--- src/rtl/uart_regs_pkg.sv ---
// Shared definitions for the serial-port register front end: register
// selector values (index = byte offset / 4), status bit positions and the
// decoded access record passed between the sub-blocks.
package uart_regs_pkg;

    localparam int DATA_W     = 16;
    localparam int BYTE_W     = 8;
    localparam int SEL_W      = 4;
    localparam int NUM_REGS   = 12;
    localparam int NUM_PLAIN  = 6;
    localparam int LINE_BITS  = 6;

    // Register selector; the order is the address map (offset = 4 * index).
    typedef enum logic [SEL_W-1:0] {
        SEL_TX_HOLD  = 4'd0,
        SEL_RX_BUF   = 4'd1,
        SEL_IE_SET   = 4'd2,
        SEL_IE_CLR   = 4'd3,
        SEL_LINE     = 4'd4,
        SEL_MODEM    = 4'd5,
        SEL_DIV_LO   = 4'd6,
        SEL_DIV_HI   = 4'd7,
        SEL_GCTL     = 4'd8,
        SEL_LCTL     = 4'd9,
        SEL_MCTL     = 4'd10,
        SEL_SCRATCH  = 4'd11
    } reg_sel_e;

    // First plain (directly written) register; the plain ones are contiguous.
    localparam int PLAIN_BASE = 6;

    // Line status bit positions.
    localparam int LS_READY   = 0;
    localparam int LS_OVERRUN = 1;
    localparam int LS_PARITY  = 2;
    localparam int LS_FRAMING = 3;
    localparam int LS_BREAK   = 4;
    localparam int LS_TX_DONE = 5;
    localparam logic [BYTE_W-1:0] LINE_W1C_MASK = 8'h3E;

    // Modem status bit positions.
    localparam int MS_CTS_CHG = 0;
    localparam int MS_CTS     = 4;

    // Interrupt-enable bit that gates the transmit event.
    localparam int IE_TX_EMPTY = 1;

    // One decoded, legal register access (valid only if width and map passed).
    typedef struct packed {
        logic                valid;
        logic                we;
        reg_sel_e            sel;
        logic [BYTE_W-1:0]   wdata;
    } reg_access_t;

endpackage

--- src/rtl/uart_reg_decode.sv ---
// Access qualifier and address decoder.
// Checks the access width first, then the address map, and emits a decoded
// access record plus one-cycle error indications (combinational).
// Assumes ADDR_W >= 6 so the selector index fits in the offset field.
module uart_reg_decode
    import uart_regs_pkg::*;
#(
    parameter int ADDR_W       = 8,
    parameter int SIZE_W       = 3,
    parameter int ACCESS_BYTES = 2
) (
    input  logic              req,
    input  logic              we,
    input  logic [ADDR_W-1:0] addr,
    input  logic [SIZE_W-1:0] size,
    input  logic [DATA_W-1:0] wdata,
    output reg_access_t       acc,
    output logic              width_err,
    output logic              map_err
);

    localparam int IDX_W = ADDR_W - 2;

    logic [IDX_W-1:0] idx;
    logic             size_ok;
    logic             aligned;
    logic             in_range;
    logic             unused_hi;

    // Qualify width, alignment and range of the incoming access.
    always_comb begin
        idx      = addr[ADDR_W-1:2];
        size_ok  = (32'(size) == ACCESS_BYTES);
        aligned  = (addr[1:0] == 2'b00);
        in_range = (32'(idx) < NUM_REGS);
    end

    // Width fault outranks the address fault.
    always_comb begin
        width_err = req && !size_ok;
        map_err   = req && size_ok && !(aligned && in_range);
    end

    // Build the decoded access record for legal accesses.
    always_comb begin
        acc.valid = req && size_ok && aligned && in_range;
        acc.we    = we;
        acc.sel   = reg_sel_e'(idx[SEL_W-1:0]);
        acc.wdata = wdata[BYTE_W-1:0];
    end

    // Upper data byte has no storage anywhere in the register set.
    assign unused_hi = ^wdata[DATA_W-1:BYTE_W];

endmodule

--- src/rtl/uart_reg_status.sv ---
// Sticky status words: line status (write-one-to-clear on the error and
// transmit-finished bits) and modem status (write-one-to-clear on the
// clear-to-send-changed bit), plus the receive byte buffer.
// Hardware set strobes take precedence over any clear in the same cycle.
module uart_reg_status
    import uart_regs_pkg::*;
(
    input  logic                 clk,
    input  logic                 rst_n,
    input  reg_access_t          acc,
    input  logic [LINE_BITS-1:0] line_set,
    input  logic                 rx_push,
    input  logic [BYTE_W-1:0]    rx_byte,
    input  logic                 cts_chg,
    input  logic                 cts_level,
    output logic [BYTE_W-1:0]    line_q,
    output logic [BYTE_W-1:0]    modem_q,
    output logic [BYTE_W-1:0]    rx_q
);

    logic                 wr_line;
    logic                 wr_modem;
    logic                 rd_rx;
    logic [LINE_BITS-1:0] line_clr;
    logic [LINE_BITS-1:0] line_hw;
    logic [LINE_BITS-1:0] line_bits;
    logic                 cts_chg_q;
    logic                 cts_q;
    logic                 unused_status;

    // Decode which status operation the current access performs.
    always_comb begin
        wr_line  = acc.valid && acc.we  && (acc.sel == SEL_LINE);
        wr_modem = acc.valid && acc.we  && (acc.sel == SEL_MODEM);
        rd_rx    = acc.valid && !acc.we && (acc.sel == SEL_RX_BUF);
    end

    // Per-bit clear and set requests for the line status word.
    always_comb begin
        line_clr = wr_line ? (acc.wdata[LINE_BITS-1:0] & LINE_W1C_MASK[LINE_BITS-1:0])
                           : '0;
        line_clr[LS_READY] = rd_rx;
        line_hw  = line_set;
        line_hw[LS_READY] = line_set[LS_READY] | rx_push;
    end

    // One sticky flop per line status bit, set wins over clear.
    genvar g;
    generate
        for (g = 0; g < LINE_BITS; g++) begin : g_line
            always_ff @(posedge clk) begin
                if (!rst_n)              line_bits[g] <= 1'b0;
                else if (line_hw[g])     line_bits[g] <= 1'b1;
                else if (line_clr[g])    line_bits[g] <= 1'b0;
            end
        end
    endgenerate

    // Modem change flag (set wins) and registered clear-to-send level.
    always_ff @(posedge clk) begin
        if (!rst_n) begin
            cts_chg_q <= 1'b0;
            cts_q     <= 1'b0;
        end else begin
            cts_q <= cts_level;
            if (cts_chg)
                cts_chg_q <= 1'b1;
            else if (wr_modem && acc.wdata[MS_CTS_CHG])
                cts_chg_q <= 1'b0;
        end
    end

    // Receive buffer holds the last byte pushed by the receive path.
    always_ff @(posedge clk) begin
        if (!rst_n)       rx_q <= '0;
        else if (rx_push) rx_q <= rx_byte;
    end

    // Assemble the readable status words.
    always_comb begin
        line_q  = {{(BYTE_W-LINE_BITS){1'b0}}, line_bits};
        modem_q = '0;
        modem_q[MS_CTS_CHG] = cts_chg_q;
        modem_q[MS_CTS]     = cts_q;
    end

    // Write data bits above the status fields are never stored.
    assign unused_status = ^acc.wdata[BYTE_W-1:LINE_BITS];

endmodule

--- src/rtl/uart_reg_ctrl.sv ---
// Control storage: interrupt-enable mask reached through set/clear aliases,
// the plain configuration registers, and the transmit hand-off.
// Assumes at most one access per cycle (the decoder guarantees it).
module uart_reg_ctrl
    import uart_regs_pkg::*;
(
    input  logic                              clk,
    input  logic                              rst_n,
    input  reg_access_t                       acc,
    output logic [BYTE_W-1:0]                 ie_q,
    output logic [NUM_PLAIN-1:0][BYTE_W-1:0]  plain_q,
    output logic [BYTE_W-1:0]                 tx_hold_q,
    output logic                              tx_load_q,
    output logic                              tx_event_q
);

    logic wr_ie_set;
    logic wr_ie_clr;
    logic wr_tx;

    // Decode the control-side write operations.
    always_comb begin
        wr_ie_set = acc.valid && acc.we && (acc.sel == SEL_IE_SET);
        wr_ie_clr = acc.valid && acc.we && (acc.sel == SEL_IE_CLR);
        wr_tx     = acc.valid && acc.we && (acc.sel == SEL_TX_HOLD);
    end

    // Interrupt-enable mask: OR through one alias, clear-by-one through the other.
    always_ff @(posedge clk) begin
        if (!rst_n)         ie_q <= '0;
        else if (wr_ie_set) ie_q <= ie_q | acc.wdata;
        else if (wr_ie_clr) ie_q <= ie_q & ~acc.wdata;
    end

    // Plain registers: one instance per contiguous selector.
    genvar g;
    generate
        for (g = 0; g < NUM_PLAIN; g++) begin : g_plain
            logic hit;
            assign hit = acc.valid && acc.we &&
                         (acc.sel == reg_sel_e'(SEL_W'(PLAIN_BASE + g)));
            always_ff @(posedge clk) begin
                if (!rst_n)   plain_q[g] <= '0;
                else if (hit) plain_q[g] <= acc.wdata;
            end
        end
    endgenerate

    // Transmit hand-off: latch the byte and pulse load and gated event.
    always_ff @(posedge clk) begin
        if (!rst_n) begin
            tx_hold_q  <= '0;
            tx_load_q  <= 1'b0;
            tx_event_q <= 1'b0;
        end else begin
            tx_load_q  <= wr_tx;
            tx_event_q <= wr_tx && ie_q[IE_TX_EMPTY];
            if (wr_tx) tx_hold_q <= acc.wdata;
        end
    end

endmodule

--- src/rtl/uart_reg_file.sv ---
// Top of the serial-port register front end. Decodes host accesses,
// routes them to status and control storage, and returns a registered
// acknowledge/error with read data one cycle after each request.
module uart_reg_file
    import uart_regs_pkg::*;
#(
    parameter int ADDR_W = 8,
    parameter int SIZE_W = 3
) (
    input  logic                  clk,
    input  logic                  rst_n,
    input  logic                  bus_req,
    input  logic                  bus_we,
    input  logic [ADDR_W-1:0]     bus_addr,
    input  logic [SIZE_W-1:0]     bus_size,
    input  logic [DATA_W-1:0]     bus_wdata,
    output logic [DATA_W-1:0]     bus_rdata,
    output logic                  bus_ack,
    output logic                  bus_err,
    output logic                  bus_err_width,
    output logic [BYTE_W-1:0]     tx_byte,
    output logic                  tx_load,
    output logic                  tx_event,
    input  logic                  rx_push,
    input  logic [BYTE_W-1:0]     rx_byte,
    input  logic [LINE_BITS-1:0]  stat_line_set,
    input  logic                  stat_cts_chg,
    input  logic                  cts_level,
    output logic [2*BYTE_W-1:0]   cfg_divisor,
    output logic [BYTE_W-1:0]     cfg_gctl,
    output logic [BYTE_W-1:0]     cfg_lcr,
    output logic [BYTE_W-1:0]     cfg_mcr,
    output logic [BYTE_W-1:0]     irq_enable
);

    reg_access_t                      acc;
    logic                             width_err;
    logic                             map_err;
    logic [BYTE_W-1:0]                line_q;
    logic [BYTE_W-1:0]                modem_q;
    logic [BYTE_W-1:0]                rx_q;
    logic [BYTE_W-1:0]                ie_q;
    logic [NUM_PLAIN-1:0][BYTE_W-1:0] plain_q;
    logic [BYTE_W-1:0]                tx_hold_q;
    logic [BYTE_W-1:0]                rd_byte;
    logic                             ack_q;
    logic                             err_q;
    logic                             err_w_q;
    logic [DATA_W-1:0]                rdata_q;

    uart_reg_decode #(
        .ADDR_W       (ADDR_W),
        .SIZE_W       (SIZE_W),
        .ACCESS_BYTES (2)
    ) u_decode (
        .req       (bus_req),
        .we        (bus_we),
        .addr      (bus_addr),
        .size      (bus_size),
        .wdata     (bus_wdata),
        .acc       (acc),
        .width_err (width_err),
        .map_err   (map_err)
    );

    uart_reg_status u_status (
        .clk       (clk),
        .rst_n     (rst_n),
        .acc       (acc),
        .line_set  (stat_line_set),
        .rx_push   (rx_push),
        .rx_byte   (rx_byte),
        .cts_chg   (stat_cts_chg),
        .cts_level (cts_level),
        .line_q    (line_q),
        .modem_q   (modem_q),
        .rx_q      (rx_q)
    );

    uart_reg_ctrl u_ctrl (
        .clk        (clk),
        .rst_n      (rst_n),
        .acc        (acc),
        .ie_q       (ie_q),
        .plain_q    (plain_q),
        .tx_hold_q  (tx_hold_q),
        .tx_load_q  (tx_load),
        .tx_event_q (tx_event)
    );

    // Read multiplexer over every register selector.
    always_comb begin
        rd_byte = '0;
        case (acc.sel)
            SEL_TX_HOLD:            rd_byte = tx_hold_q;
            SEL_RX_BUF:             rd_byte = rx_q;
            SEL_IE_SET, SEL_IE_CLR: rd_byte = ie_q;
            SEL_LINE:               rd_byte = line_q;
            SEL_MODEM:              rd_byte = modem_q;
            default: begin
                for (int g = 0; g < NUM_PLAIN; g++)
                    if (acc.sel == reg_sel_e'(SEL_W'(PLAIN_BASE + g)))
                        rd_byte = plain_q[g];
            end
        endcase
    end

    // Registered response: acknowledge or error, with zero-extended read data.
    always_ff @(posedge clk) begin
        if (!rst_n) begin
            ack_q   <= 1'b0;
            err_q   <= 1'b0;
            err_w_q <= 1'b0;
            rdata_q <= '0;
        end else begin
            ack_q   <= acc.valid;
            err_q   <= width_err || map_err;
            err_w_q <= width_err;
            rdata_q <= (acc.valid && !acc.we) ? {{(DATA_W-BYTE_W){1'b0}}, rd_byte} : '0;
        end
    end

    // Drive the outputs from the stored state.
    always_comb begin
        bus_ack       = ack_q;
        bus_err       = err_q;
        bus_err_width = err_w_q;
        bus_rdata     = rdata_q;
        tx_byte       = tx_hold_q;
        cfg_divisor   = {plain_q[1], plain_q[0]};
        cfg_gctl      = plain_q[2];
        cfg_lcr       = plain_q[3];
        cfg_mcr       = plain_q[4];
        irq_enable    = ie_q;
    end

endmodule

--- config.mk ---
export PLATFORM = sky130hd
export DESIGN_NAME = uart_reg_file
export DESIGN_NICKNAME = d
export VERILOG_FILES = /design/src/rtl/uart_regs_pkg.sv /design/src/rtl/uart_reg_decode.sv /design/src/rtl/uart_reg_status.sv /design/src/rtl/uart_reg_ctrl.sv /design/src/rtl/uart_reg_file.sv
export SDC_FILE = /design/constraint.sdc
export NUM_CORES = 1
export LEC_CHECK = 0
export BUFFER_PORTS_ARGS = -buffer_cell sky130_fd_sc_hd__buf_2
export CORE_ASPECT_RATIO = 0.5
export CORE_MARGIN = 2
export CORE_UTILIZATION = 52
export CTS_CLUSTER_DIAMETER = 50
export CTS_CLUSTER_SIZE = 14
export DETAILED_ROUTE_END_ITERATION = 8
export MAX_ROUTING_LAYER = met4
export PLACE_DENSITY = 0.76
export SLEW_MARGIN = 20
export SYNTH_ARGS = -nofsm -noshare
export SYNTH_HDL_FRONTEND = slang
export SYNTH_SLANG_ARGS = --single-unit
--- constraint.sdc ---
create_clock -name clk -period 2.2 [get_ports clk]
set_clock_uncertainty 0.1 [all_clocks]
set_input_delay 0.33 -clock clk [delete_from_list [all_inputs] [get_ports clk]]
set_output_delay 0.33 -clock clk [all_outputs]
set_load 0.1 [all_outputs]
==> results by group, run 1 <==
Outcome
  – Status: completed

Pwr
  – Combinational share of power: 9.1%
  – Total Power: 3730 µW
  – Sw Pwr: 876 µW
  – Clock network power share: 44.8%
  – P_leak: 0.00214 µW
  – Net Sw Frac: 23.5%
  – Seq pwr share: 46.1%
  – Internal power: 2850 µW
  – Worst vdd ir: 0.493 mV
  – PwrDens: 750 nW/µm²

Worst setup path
  – CP Class: input port to register
  – Crit path DAT: 1.96 ns
  – Setup crit end kind: register
  – CP Max Fanout: 5
  – Worst R2R Path Depth: 5
  – Req. time, crit path: ~2.3 ns
  – Startpoint types: input port

Synth
  – Cell area after synthesis: between 4000 and 5000 µm²
  – Synth cell types: 48
  – Ys async rst share: 0%
  – Number of synthesized flops with an enable pin: 0
  – Mapped Avg Cell Area: 8.68 µm²
  – Cell count after synthesis: 496
  – Ys Warns: 0
  – Seq/Total Area, Yosys: 43.3%
  – Main synth FF type: dfxtp_1
  – Synth Register Bits: 93

Layout
  – Antenna diodes: 0
  – Area Overhead vs Synth: 15.5%
  – Nets@finish: 612
  – Share of cells above drive strength 1: 28.6%
  – Post-layout util: 61.9%
  – Finished Layout Cells: a little under 700

CTS
  – Htree depth: 3
  – Sink Count: 93
  – Buffers inserted by post-CTS timing repair: 0
  – Clk_lat worst skew: between 0.3 and 0.4 ns
  – Num CTS Buffers: 9
  – Clock Pin Slew Worst Setup and Hold Paths: 0.06 ns
  – TritonCTS clock tree: done
  – CTS max path bufs: 2
  – Clock Root Buffer: clkbuf_16
  – CTS resizes: 0
  – # hold bufs at CTS: 0

Timing
  – RSZ-0062 raised after global routing: no
  – Tmin final: 1.85 ns
  – Setup_tns: 0 ns
  – Tcrit/Tclk final: 83.9%
  – Slew HR: 63.3%
  – Final Slew Violations: 0
  – Fmax: approximately 540 MHz
  – Hold Fails Final Rpt: 0
  – Finish-stage setup viols: 0
  – Slew @ Worst Pin: 0.548 ns

Job
  – Max-Cap Viols: 0

Place
  – Port bufs: 108
  – DP Wirelength: 8260 µm
  – Routability cong.: 0.937
  – Dpl cells: 665

GRT
  – Grt met3 use: 5.41%
  – Largest net degree at the start of global routing: slightly above 80
  – Vias in the first global route: between 3000 and 4000
  – GRT Residual Overflow: 0
  – Total Routing Usage GR: 25.7%
  – First-pass GRT wire length: 17000 µm
  – Top Usage Layer GRT: met2
  – Initial antenna violation count: 0
  – Met2 usage: roughly two fifths
  – Met1 Use GR: 34.6%

Floorplanning
  – Die Area: roughly 9000 µm²
  – Core area: 8030 µm²
  – DIE WIDTH: 133 µm
  – Top-level I/O count: 125
  – Starting Density: between 50% and 60%
  – Die height: 68.3 µm
  – Rows: 23

Route
  – DRT iter0 DRCs: around 420
  – Post-route ant nets: 0
  – Post-DR wirelength/cell: 17.0 µm
  – Vias/cell: 5.66
  – Vias: 3853
  – Residual DRC: 0
  – Final WL: 11600 µm
  – 1st-pass router iterations: 4

Min path
  – Hold depth: 2
  – Hold Path Class: input port to register
## state kept, by name, indices dropped and copies added (netlist names), named ones only
register            flops
u_ctrl.plain_q         48
bus_rdata               8
u_ctrl.tx_hold_q        8
u_status.rx_q           8
u_status.line_q         6
bus_ack                 1
bus_err                 1
bus_err_width           1
u_ctrl.tx_event_q       1
u_ctrl.tx_load_q        1
u_status.cts_chg_q      1
u_status.cts_q          1
## power by group through the flow
stage	combinational, µW	sequential, µW	clock (µW)
after floorplan	230	1760	0
after global placement	328	1750	0
after detailed placement	330	1750	0
after CTS	333	1720	1680
after global routing	359	1720	1740
final	338	1720	1670
## final cells by class
cell class | instances | area (µm²)
repair buffers | 128 | 703
clock buffers | 12 | 256
clock inverters | 4 | 70.1
well taps | 112 | 140
flip-flops and latches | 93 | 1860
multi-input cells | 325 | 1910
inverters | 7 | 26.3
fillers | 710 | 3060
## through the flow
| stage | setup slack [ns] | hold WS (ns) | area, µm² |
|---|---|---|---|
| after detailed placement | 0.00366 | 0.357 | 4640 |
| final | 0.355 | 0.0995 | 4970 |
| after CTS | 0.357 | 0.102 | 4970 |
| after global routing | 0.291 | 0.104 | 4970 |
| after floorplan | 0.156 | 0.330 | 4330 |
| after global placement | 0.0563 | 0.348 | 4640 |
## path summary, 6_finish.rpt
kind,startpoint,to,slack [ns]
max,bus_size[0],u_status.line_q[0]$_SDFFE_PN0P_,0.35
min reg2reg,u_ctrl.plain_q[43]$_SDFFE_PN0P_,u_ctrl.plain_q[43]$_SDFFE_PN0P_,0.37
min,cts_level,u_status.cts_q$_SDFF_PN0_,0.1
max reg2reg,u_ctrl.plain_q[27]$_SDFFE_PN0P_,bus_rdata[3]$_SDFF_PN0_,0.72
## worst max-delay path: stages
cell and delay [ns]:
buf_2 0.09, or3b_2 0.55, or3_2 0.52, o41ai_1 0.36, a21oi_1 0.11
## kinds of logic (layout without fill, tap and decap cells)
family                 count (synthesis)  in the layout  synth area share, %
buffers and inverters                 85            151                 12.9
DFF                                   93             93                 43.3
other                                  1              8               0.0872
AOI/OAI and AO/OA                    136            136                 18.8
muxes                                 25             25                 5.96
and+or+nand+nor                      156            156                 19.0
## cell usage after synthesis, types with 4 or more instances
cell type / instances / area [µm²]
a21oi_1: 11 / 55.1
a22oi_1: 13 / 97.6
a31oi_1: 7 / 43.8
buf_1: 6 / 22.5
buf_2: 6 / 30.0
buf_4: 48 / 360
clkbuf_1: 13 / 48.8
clkbuf_8: 4 / 55.1
dfxtp_1: 93 / 1860
inv_1: 5 / 18.8
mux2_2: 5 / 56.3
mux2i_1: 20 / 200
nand2_1: 20 / 75.1
nand2b_1: 5 / 31.3
nand3_1: 77 / 385
nand4_1: 4 / 25.0
nor2_1: 22 / 82.6
nor2b_1: 7 / 43.8
o21ai_0: 76 / 380
o21ai_2: 7 / 61.3
o22ai_1: 5 / 31.3
## metal layers
metal / vias to the layer above / part of all wire, %
met2: 177 / 44
met4: 0 / 1.3
met1: 1801 / 46
met5: - / 0
li1: 1861 / -
met3: 14 / 8.8
## cells in the final DEF, fill, tap and decap left out, types with 11 or more instances in the layout
master   instances
nand2_1         20
mux2i_1         20
o21ai_0         76
nand3_1         77
buf_2          108
dfxtp_1         93
buf_4           19
a22oi_1         13
nor2_1          22
a21oi_1         11
Note: power is estimated with default switching activity, not from simulation.
==> run 2, diff against run 1 <==
--- a/config.mk
+++ b/config.mk
@@ -8,12 +8,12 @@
 export BUFFER_PORTS_ARGS = -buffer_cell sky130_fd_sc_hd__buf_2
 export CORE_ASPECT_RATIO = 0.5
 export CORE_MARGIN = 2
-export CORE_UTILIZATION = 52
+export CORE_UTILIZATION = 47
 export CTS_CLUSTER_DIAMETER = 50
 export CTS_CLUSTER_SIZE = 14
 export DETAILED_ROUTE_END_ITERATION = 8
 export MAX_ROUTING_LAYER = met4
-export PLACE_DENSITY = 0.76
+export PLACE_DENSITY = 0.72
 export SLEW_MARGIN = 20
 export SYNTH_ARGS = -nofsm -noshare
 export SYNTH_HDL_FRONTEND = slang
==> constraint.sdc (replaced) <==
create_clock -name clk -period 1.6 [get_ports clk]
set_clock_uncertainty 0.1 [all_clocks]
set_input_delay 0.24 -clock clk [delete_from_list [all_inputs] [get_ports clk]]
set_output_delay 0.24 -clock clk [all_outputs]
set_load 0.1 [all_outputs]
==> run 2 against run 1 <==
The flow now finishes with violations (negative setup slack). Final area rose by 12%. Utilization grew 1.1 points. Sequential power grew 37%. Critical path depth is 2 higher. Sequential share of layout area shrank 3.7 points. Register-to-register slack got worse by 0.63 ns. Combinational power grew 65%. Global-route usage shrank 0.25 points. Highest routed layer unchanged.
==> results by group, run 2 (synthesis gave the netlist of run 1 again) <==
Floorplanning
  – Die Area: 9980 µm² (+10%)
  – Top-level I/O count: 125 (unchanged)
  – Rows: 24 (+4.3%)
  – DIE WIDTH: 139 µm (+5.0%)
  – Core area: 8800 µm² (+9.6%)
  – Die height: 71.7 µm (+4.9%)
  – Starting Density: 48.9% (-4.7 points)

Route
  – 1st-pass router iterations: 5 (+1)
  – Vias/cell: 5.64 (-0.31%)
  – Post-route ant nets: 0 (unchanged)
  – Vias: 4078 (+5.8%)
  – Post-DR wirelength/cell: 17.7 µm (+4.1%)
  – Final WL: 12800 µm (+11%)
  – Residual DRC: 0 (unchanged)
  – DRT iter0 DRCs: 407 (-3.3%)

Worst setup path
  – Req. time, crit path: 1.72 ns (-0.59 ns)
  – Crit path DAT: 1.78 ns (-0.18 ns)
  – Worst R2R Path Depth: 5 (unchanged)
  – CP Class: input port to register
  – Setup crit end kind: register
  – Startpoint types: input port
  – CP Max Fanout: 8 (+3)

Pwr
  – Internal power: 3890 µW (+36%)
  – Clock network power share: 43.8% (-1.0 points)
  – Net Sw Frac: 25.1% (+1.6 points)
  – Worst vdd ir: 0.561 mV (+14%)
  – P_leak: 0.00232 µW (+8.6%)
  – Combinational share of power: 10.8% (+1.7 points)
  – Sw Pwr: 1300 µW (+49%)
  – Seq pwr share: 45.4% (-0.7 points)
  – Total Power: 5190 µW (+39%)
  – PwrDens: 937 nW/µm² (+25%)

GRT
  – Total Routing Usage GR: 25.4% (-0.25 points)
  – GRT Residual Overflow: 0 (unchanged)
  – First-pass GRT wire length: 19000 µm (+11%)
  – Vias in the first global route: 3530 (+9.6%)
  – Largest net degree at the start of global routing: 67 (-18%)
  – Initial antenna violation count: 0 (unchanged)

Outcome
  – Failing checks: negative setup slack
  – Status: complete, but fails checks

Place
  – Port bufs: 108 (unchanged)
  – DP Wirelength: 8830 µm (+6.9%)
  – Dpl cells: 699 (+5.1%)
  – Routability cong.: 0.886 (-5.5%)

Timing
  – Tcrit/Tclk final: 103%
  – Fmax: 605 MHz
  – Final Slew Violations: 0 (unchanged)
  – Finish-stage setup viols: 12 (+12)
  – Hold Fails Final Rpt: 0 (unchanged)
  – Slew @ Worst Pin: 0.515 ns (-0.0334 ns)
  – Slew HR: 65.6% (+2.3 points)
  – Final worst slack: -0.0531 ns (-0.408 ns)
  – Tmin final: 1.65 ns
  – RSZ-0062 raised after global routing: yes

Min path
  – Hold depth: 2 (unchanged)
  – Hold Path Class: input port to register

Layout
  – Finished Layout Cells: 723 (+6.2%)
  – Most frequent cells in the layout: 108 x buf_2, 87 x dfxtp_1, 54 x nand3_1, 41 x o21ai_1, 41 x buf_4
  – Antenna diodes: 0 (unchanged)
  – Fill count: 755 (+6.3%)
  – Nets@finish: 649 (+6.0%)
  – Max reg flops: 48 (unchanged)
  – Most common cell after layout, fill and taps aside: buf_2
  – Top reg by flops: u_ctrl.plain_q
  – Share of cells above drive strength 1: 38.4% (+9.8 points)
  – Area Overhead vs Synth: 28.8%

CTS
  – Num CTS Buffers: 9 (unchanged)
  – Htree depth: 3 (unchanged)
  – Sink Count: 93 (unchanged)
  – Clk_lat worst skew: 0.34 ns (about the same)
  – Clock Root Buffer: clkbuf_16
  – TritonCTS clock tree: done
  – CTS max path bufs: 2 (unchanged)
  – Clock Pin Slew Worst Setup and Hold Paths: 0.07 ns (about the same)

Job
  – Max-Cap Viols: 0 (unchanged)
## run 2: changes by cell type in the layout (fill, tap and decap cells not counted), sizes merged
cell,delta
clkbuf,-2
clkinvlp,+3
dlygate4sd3,+1
buf,+36
clkinv,-1
## run 2: power by group through the flow
stage,clock (µW),sequential (µW),combinational (µW)
6_report,2270,2360,559
5_1_grt,2390,2360,591
4_1_cts,2280,2360,525
3_5_place_dp,0,2410,520
3_3_place_gp,0,2410,517
2_1_floorplan,0,2430,320
## run 2: final timing paths
| kind | start | endpoint | slack, ns |
|---|---|---|---|
| max reg2reg | u_ctrl.plain_q[26]$_SDFFE_PN0P_ | bus_rdata[2]$_SDFF_PN0_ | 0.09 |
| max | bus_addr[1] | register | -0.05 |
| min | bus_wdata[5] | u_status.line_q[5]$_SDFFE_PN0P_ | 0.03 |
| min reg2reg | u_ctrl.plain_q[42]$_SDFFE_PN0P_ | u_ctrl.plain_q[42]$_SDFFE_PN0P_ | 0.36 |
## run 2: area by class of cell
cell class                      instances  area, µm²  share of cell area, %
Sequential cell                        93       1870                   33.7
Tap cell                              117        146                   2.64
Timing Repair Buffer                  165       1050                   19.0
Clock inverter                          6       87.6                   1.58
Multi-Input combinational cell        325       2130                   38.4
Clock buffer                           10        229                   4.13
Inverter                                7       26.3                  0.474
## run 2: critical path: stages
cell	delay (ns)
buf_6	0.09
or4_4	0.57
nor4_4	0.38
buf_6	0.26
nand3_2	0.10
nand3_2	0.07
o21ai_1	0.06
## run 2: per-stage QoR
| step | utilization (%) | hold slack [ns] | TNS (ns) | instance area (µm²) | setup slack [ns] |
|---|---|---|---|---|---|
| after global routing | 63.0 | 0.0241 | -1.85 | 5540 | -0.110 |
| after CTS | 59.9 | 0.000581 | 0 | 5270 | 0.00170 |
| after detailed placement | 56.0 | 0.354 | -28.74 | 4930 | -0.463 |
| after floorplan | - | 0.240 | -15.65 | 4380 | -0.296 |
| final | 63.0 | 0.0300 | -0.408 | 5540 | -0.0531 |
| after global placement | 56.0 | 0.345 | -26.72 | 4930 | -0.412 |
## run 2: timing repair
item | in CTS | in global routing
hold buffers | 0 | 1
cloned | 0 | 3
buffers inserted | 1 | 3
pin swaps | 1 | 22
endpoints found under the setup margin | 59 | 62
resized for setup | 4 | 70
hold endpoints to repair | 0 | 1
## run 2: layer usage
layer  GRT usage [%]  vias to the layer above  share of wire (%)
met3            6.42                       17                8.4
met4            7.30                        0                1.3
li1                -                     1942                  -
met1            35.6                     1927                 47
met5               -                        -                  0
met2            36.4                      192                 44
